## config.mk

```make
export PLATFORM = sky130hd
export DESIGN_NAME = erase_unlock_ctrl
export DESIGN_NICKNAME = d
export VERILOG_FILES = /design/src/rtl/erase_unlock_ctrl.sv
export SDC_FILE = /design/constraint.sdc
export NUM_CORES = 1
export LEC_CHECK = 0
export ABC_AREA = 1
export BUFFER_PORTS_ARGS = -buffer_cell sky130_fd_sc_hd__buf_2
export CORE_UTILIZATION = 45
export DETAILED_ROUTE_END_ITERATION = 16
export MAX_ROUTING_LAYER = met4
export PLACE_DENSITY = 0.77
export SLEW_MARGIN = 20
export SYNTH_ARGS = -nofsm -noshare
export SYNTH_HDL_FRONTEND = slang
export SYNTH_SLANG_ARGS = --single-unit
```

## constraint.sdc

```tcl
create_clock -name clk -period 4 [get_ports clk]
set_input_delay 0.2 -clock clk [delete_from_list [all_inputs] [get_ports clk]]
set_output_delay 0.2 -clock clk [all_outputs]
set_load 0.05 [all_outputs]
```

## src/rtl/erase_unlock_ctrl.sv

```systemverilog
module erase_unlock_ctrl #(
  parameter int KEY_W        = 32,
  parameter int ERASE_CYCLES = 4096
) (
  input  logic             clk,
  input  logic             rst_n,
  input  logic [KEY_W-1:0] nv_word_i,
  output logic [KEY_W-1:0] nv_word_o,
  output logic             prot_active_o,
  input  logic             cpu_region_erase_i,
  input  logic             cpu_key_we_i,
  input  logic [KEY_W-1:0] cpu_key_i,
  input  logic             cpu_lock_we_i,
  output logic             cpu_locked_o,
  input  logic             dbg_access_lock_i,
  input  logic             dbg_key_we_i,
  input  logic [KEY_W-1:0] dbg_key_i,
  input  logic             dbg_erase_i,
  output logic             keys_match_o,
  output logic             busy_o,
  output logic             done_o,
  output logic             refused_o,
  output logic             erase_req_o,
  output logic             reset_req_o
);
  localparam int CW = $clog2(ERASE_CYCLES + 1);
  localparam logic [CW-1:0] LAST = CW'(ERASE_CYCLES - 1);

  typedef enum logic [1:0] {S_IDLE, S_BUSY, S_DONE} state_t;

  state_t           st;
  logic [CW-1:0]    cnt;
  logic [KEY_W-1:0] cpu_key_q, dbg_key_q, nv_q;
  logic             locked_q, prot_q, refused_q;
  logic             go;
  logic             unused_inputs;

  assign unused_inputs = ^{cpu_region_erase_i, dbg_access_lock_i};

  assign keys_match_o  = (cpu_key_q != '0) && (cpu_key_q == dbg_key_q);
  assign go            = !prot_q || keys_match_o;
  assign busy_o        = (st == S_BUSY);
  assign done_o        = (st == S_DONE);
  assign erase_req_o   = busy_o;
  assign reset_req_o   = done_o;
  assign refused_o     = refused_q;
  assign cpu_locked_o  = locked_q;
  assign prot_active_o = prot_q;
  assign nv_word_o     = nv_q;

  always_ff @(posedge clk) begin
    if (!rst_n) begin
      st        <= S_IDLE;
      cnt       <= '0;
      cpu_key_q <= '0;
      dbg_key_q <= '0;
      locked_q  <= 1'b0;
      refused_q <= 1'b0;
      nv_q      <= nv_word_i;
      prot_q    <= (nv_word_i == '0);
    end else begin
      refused_q <= 1'b0;
      if (cpu_lock_we_i) locked_q <= 1'b1;
      case (st)
        S_IDLE: begin
          if (cpu_key_we_i && !locked_q) cpu_key_q <= cpu_key_i;
          if (dbg_key_we_i) dbg_key_q <= dbg_key_i;
          if (dbg_erase_i) begin
            if (go) begin
              st  <= S_BUSY;
              cnt <= '0;
            end else begin
              refused_q <= 1'b1;
            end
          end
        end
        S_BUSY: begin
          if (cnt == LAST) begin
            st   <= S_DONE;
            nv_q <= '1;
          end else begin
            cnt <= cnt + 1'b1;
          end
        end
        default: st <= S_DONE;
      endcase
    end
  end
endmodule


```

* Word level (Yosys, flattened, before mapping) *
Cells that the tools add are included.
W data, S select, Z words.

word-level totals
  input port bits = 104
  output and inout bits = 40
  bits in registers = 114
  word-level logic and storage cells = 46

cells by class
  add/sub/neg operators = 1
  reductions and logical operators = 15
  mux-type cells = 12
  equality and inequality tests = 10

operators by type and width
  cell                     count
  $mux W32                 3
  $mux W13                 3
  $eq A32 B32 Y1           1
  $logic_not A32 Y1        1
  $reduce_bool A32 Y1      1
  $pmux W13 S2             1
  $add A13 B1 Y13 const B  1
  $eq A13 B12 Y1 const B   1
  $mux W2                  3
  $ne A2 B1 Y1 const B     3
  $ne A2 B2 Y1 const B     3
  $reduce_and A2 Y1        3
  $reduce_and A3 Y1        2
  $pmux W2 S2              1
  $reduce_and A4 Y1        1
  $eq A2 B1 Y1 const B     1
  $eq A2 B2 Y1 const B     1
  $logic_and A1 B1 Y1      2
  $logic_not A1 Y1         2
  $logic_not A2 Y1         1
  $reduce_bool A2 Y1       1
  $logic_or A1 B1 Y1       1
  $mux W1                  1

* Depth between registers and ports, before layout *
  depth after elaboration = 6
  depth in mapped cells = 14
  mapped depth without buffers = 14

* Worst setup path after synthesis *
No wires, ideal clock.

  path kind = register -> register
  start = register st[0]
  end = register nv_q[0] (netlist: nv_word_o[0]) (enable)
  data required time = 3530 ps
  buffers on the path = 0
  library setup time = 470 ps
  setup slack = -16 ps
  stages on the path, launching flop included = 5
  period minus slack after synthesis = 4016 ps
  arrival time = 3546 ps
  path through = dfxtp_1 inv_1 nor2_4 inv_1 o31ai_1

on the way
  longest elaborated chain between the ends = 3

RTL lines
  element                             line  RTL
  start, declared                     31    state_t st;
  start signal, assigned              53    st <= S_IDLE;
  start signal, assigned              70    st <= S_BUSY;
  start signal, assigned              79    st <= S_DONE;
  $eq A2 B1 Y1                        -
  via busy_o                          20    output logic busy_o,
  $ne A2 B1 Y1 (no source line)       -
  $reduce_and A2 Y1 (no source line)  -
  end signal, assigned                59    nv_q <= nv_word_i;
  end, declared                       33    logic [KEY_W-1:0] cpu_key_q, dbg_key_q, nv_q;

The timed path passes the listed nets, and every way through them passes these cells.
A chain may end at the register's enable or synchronous reset.

* Worst setup path in the final report *
  start = register cpu_key_q[10]
  end = output keys_match_o

on the way
  longest elaborated chain between the ends = 2
  elaborated cells on any way between the ends = 3
  classes of those cells = 1 x eq/ne; 2 x reduce/logical

RTL lines
  element                                                line  RTL
  start, declared                                        33
  start signal, assigned                                 66    if (cpu_key_we_i && !locked_q) cpu_key_q <= cpu_key_i;
  $eq A32 B32 Y1 or $reduce_bool A32 Y1 (tied branches)  40    assign keys_match_o = (cpu_key_q != '0) && (cpu_key_q == dbg_key_q);
  $logic_and A1 B1 Y1 *                                  40
  end, declared                                          19    output logic keys_match_o,

Every way passes the cells marked *; elsewhere a longest branch is shown, timed or not.

==> results.cfg <==
[outcome]
status = finished, final reports clean

[timing]
slew-limit-headroom = 0.481
finalCriticalPeriod_ns = 2.25
setup_viol = 0
maxSlewViolCount = 0
report.final.hold_viol_count = 0
setup_total_negative_slack_ns = 0
setup_slack_ns = 1.75
period_utilization_post_route = 0.563
hold_ws_ns = 0.00811
tightestPinTransition_ns = 0.779
rsz0062_at_grt = no
timing.fmax_mhz = 444
fin_skew_ns = 0.00852

[global_route]
grt_start_max_net_pins = 56
grt_overflow_total = 0
groute.usage.overall = 0.256
grt_first_pass_wirelength_um = 22200
grt_antenna_before_repair = 0
via_count_of_the_first_global_routing_pass = 4783

[die]
die_height_um = 108
num_rows = 38
floorplan.core_area_um2 = 10800
die_width_um = 108
ioPinCount = 144
floorplan.initialDensity = 0.464
die-area_um2 = 11600

[synth]
synth-seq-area-share = 0.520
post_synth.cell_area_avg_um2 = 8.24
synthesis.area_um2 = 5030
synthCells = 610
post_synth_main_area_contributors = sky130_fd_sc_hd__dfxtp_1 (32%), sky130_fd_sc_hd__edfxtp_1 (20%), sky130_fd_sc_hd__nor2_1 (9.3%), sky130_fd_sc_hd__o21ai_0 (6.7%), sky130_fd_sc_hd__nand2_1 (6.1%)
synth-main-ff-cell = sky130_fd_sc_hd__dfxtp_1
async_s_r_ff_share_synth = 0
synth_area_leader_cell = sky130_fd_sc_hd__dfxtp_1
synth.most_common_cell = sky130_fd_sc_hd__nor2_1
synthTopCellsByCount = sky130_fd_sc_hd__nor2_1 (125), sky130_fd_sc_hd__nand2_1 (82), sky130_fd_sc_hd__dfxtp_1 (81)
synth.distinct_cells = 31
netlist.area_leader.share = 0.323
synth-edff-count = 33
count_of_synthesis_stage_warnings_from_yosys = 0
synth.ff_latch_count = 114
mappedNetlistNets = 715

[worst_hold_path]
min-delay-path-class = in -> reg
whs_endpoint = cpu_key_q[0]
min_from = cpu_key_i[0]
min_path_cells = 3

[routing]
drt_pre_antenna_iters = 5
total_drc_errors_in_the_routed_layout = 0
route.vias.total = 4997
ant_nets = 0
drt-wirelength-per-cell_um = 14.3
post_drt_via_cell_ratio = 5.04
routed_wl_um = 14100
dr.first_iter.drc_count = 438

[place]
dp.final_hpwl_um = 8580
numPlacedInstances = 868
finalWeightedCongestion = 0.860
io_buffer_count = 141
pre_cts_ws_ns = 1.98

[clocking]
root_buffer = sky130_fd_sc_hd__clkbuf_8
cts_post_setup_buffers_inserted = 0
insertion_delay_ns = 0.52
numClockSinks = 114
htreeDepth = 4
cts_made_buffers = 17
clk_pin_slew_worst_paths_ns = 0.06
cts_tree = built
cts-resized-gates = 0
cts.path.max_buffers = 2

[layout]
antennaDiodeCount = 0
multi_input_area_um2 = 2120
finish.cell_count_without_fillers = 992
nFillCells = 782
final_nets = 944
ff_latch_area_um2 = 2610
synthToLayoutAreaGrowth_pct = 45.4
drive_above_1_share = 0.271

[setup_path]
worstPathMaxFanout = 3
reg2reg_from = st[0]
timing.critical_path.arrival_ns = 2.05
setup.worst_path.end_class = primary output
reg2regPathDepth = 5
critPathLaunchType = flip-flop
reg2reg_to = nv_word_o[26]
reg2reg_setup_slack_ns = 1.93
required_ns = 3.80
criticalPathCategory = reg -> out

[power_and_ir_drop]
leakagePower_uw = 0.00311
power.ir.vdd_worst_v = 0.000252
power_density_nw_per_um2 = 444

[flow_run]
maxCapViolCount = 0
where the power goes:
part           internal (uW)  switching [uW]  total, uW
Sequential              1270            56.9       1330
Combinational            215             283        498
Clock                    911             509       1420
Total                   2400             849       3250
worst max-delay path by stage:
stage,start,end,depth (start not counted)
2_1_floorplan,st[0],nv_word_o[0],4
3_3_place_gp,st[0],nv_word_o[27],5
5_1_grt,cpu_key_q[10],keys_match_o,8
6_report,cpu_key_q[10],keys_match_o,8
4_1_cts,cpu_key_q[8],keys_match_o,11
3_5_place_dp,st[0],nv_word_o[27],5
cells in the final DEF, fill, tap and decap left out, types with 2 or more instances in the layout:
| cell | netlist | final |
|---|---|---|
| sky130_fd_sc_hd__bufinv_16 | 0 | 2 |
| sky130_fd_sc_hd__clkinv_2 | 0 | 6 |
| sky130_fd_sc_hd__nand2_1 | 82 | 82 |
| sky130_fd_sc_hd__o21ai_0 | 67 | 67 |
| sky130_fd_sc_hd__nand2_2 | 6 | 6 |
| sky130_fd_sc_hd__clkbuf_16 | 0 | 16 |
| sky130_fd_sc_hd__edfxtp_1 | 33 | 33 |
| sky130_fd_sc_hd__clkinvlp_4 | 0 | 2 |
| sky130_fd_sc_hd__nand4_1 | 14 | 14 |
| sky130_fd_sc_hd__buf_2 | 0 | 141 |
| sky130_fd_sc_hd__nor4_1 | 8 | 8 |
| sky130_fd_sc_hd__a21oi_2 | 7 | 7 |
| sky130_fd_sc_hd__nor3_1 | 5 | 5 |
| sky130_fd_sc_hd__nand3b_1 | 3 | 3 |
| sky130_fd_sc_hd__xnor2_1 | 21 | 21 |
| sky130_fd_sc_hd__inv_1 | 48 | 48 |
| sky130_fd_sc_hd__clkbuf_8 | 0 | 3 |
| sky130_fd_sc_hd__clkbuf_1 | 24 | 2 |
| sky130_fd_sc_hd__nand3_1 | 9 | 9 |
| sky130_fd_sc_hd__dfxtp_1 | 81 | 81 |
| sky130_fd_sc_hd__or2_2 | 32 | 32 |
| sky130_fd_sc_hd__dlygate4sd3_1 | 0 | 92 |
| sky130_fd_sc_hd__buf_4 | 2 | 4 |
| sky130_fd_sc_hd__nor2_4 | 3 | 3 |
| sky130_fd_sc_hd__nor2_1 | 125 | 125 |
| sky130_fd_sc_hd__a21oi_1 | 28 | 28 |
worst max-delay path, stage by stage (launching register included):
cell                      delay (ns)
sky130_fd_sc_hd__dfxtp_1        0.45
sky130_fd_sc_hd__xnor2_1        0.19
sky130_fd_sc_hd__nand2_1        0.09
sky130_fd_sc_hd__nor2_1         0.11
sky130_fd_sc_hd__nand2_1        0.06
sky130_fd_sc_hd__nor2_1         0.09
sky130_fd_sc_hd__nand3_1        0.17
sky130_fd_sc_hd__inv_1          0.11
sky130_fd_sc_hd__buf_2          0.26
state kept, by name, indices dropped and copies added (netlist names):
register,cells
cpu_key_q,32
dbg_key_q,32
nv_word_o,32
cnt,13
st,2
cpu_locked_o,1
prot_active_o,1
refused_o,1
logic make-up after synthesis:
kind of cell	after synthesis	share of synthesized area
AND/OR/NAND/NOR	294	0.268
flip-flops	114	0.520
AO/OA/AOI/OAI	104	0.111
buffers and inverters	76	0.0615
XOR/XNOR	21	0.0366
adder cells (fa/ha/maj)	1	0.00249
routing by layer:
layer / routed length (um) / up-vias / global-route usage
li1: - / 2447 / -
met1: 5750 / 2259 / 0.289
met2: 6750 / 245 / 0.425
met3: 1080 / 46 / 0.0617
met4: 566 / 0 / 0.126
met5: 0 / - / -
through the flow:
stage               utilization  instance area [um^2]  power (uW)
detailed placement        0.538                  5830        1760
floorplan                     -                  5030        1630
global route              0.674                  7310        3380
finish                    0.674                  7310        3250
global placement          0.538                  5830        1750
CTS                       0.674                  7310        3240
area by class of cell:
cell class,count,area share
inverter,49,0.0252
sequential,114,0.357
clock inverter,11,0.0156
tap,140,0.0240
timing repair buffer,237,0.227
clock buffer,21,0.0614
multi-input combinational,420,0.290
what timing repair did:
| item | CTS | global route |
|---|---|---|
| endpoints found under the hold margin | 92 | 0 |
| endpoints found under the setup margin | 0 | 0 |
| hold buffers | 92 | 0 |
Power figures use the tool's default switching activity.
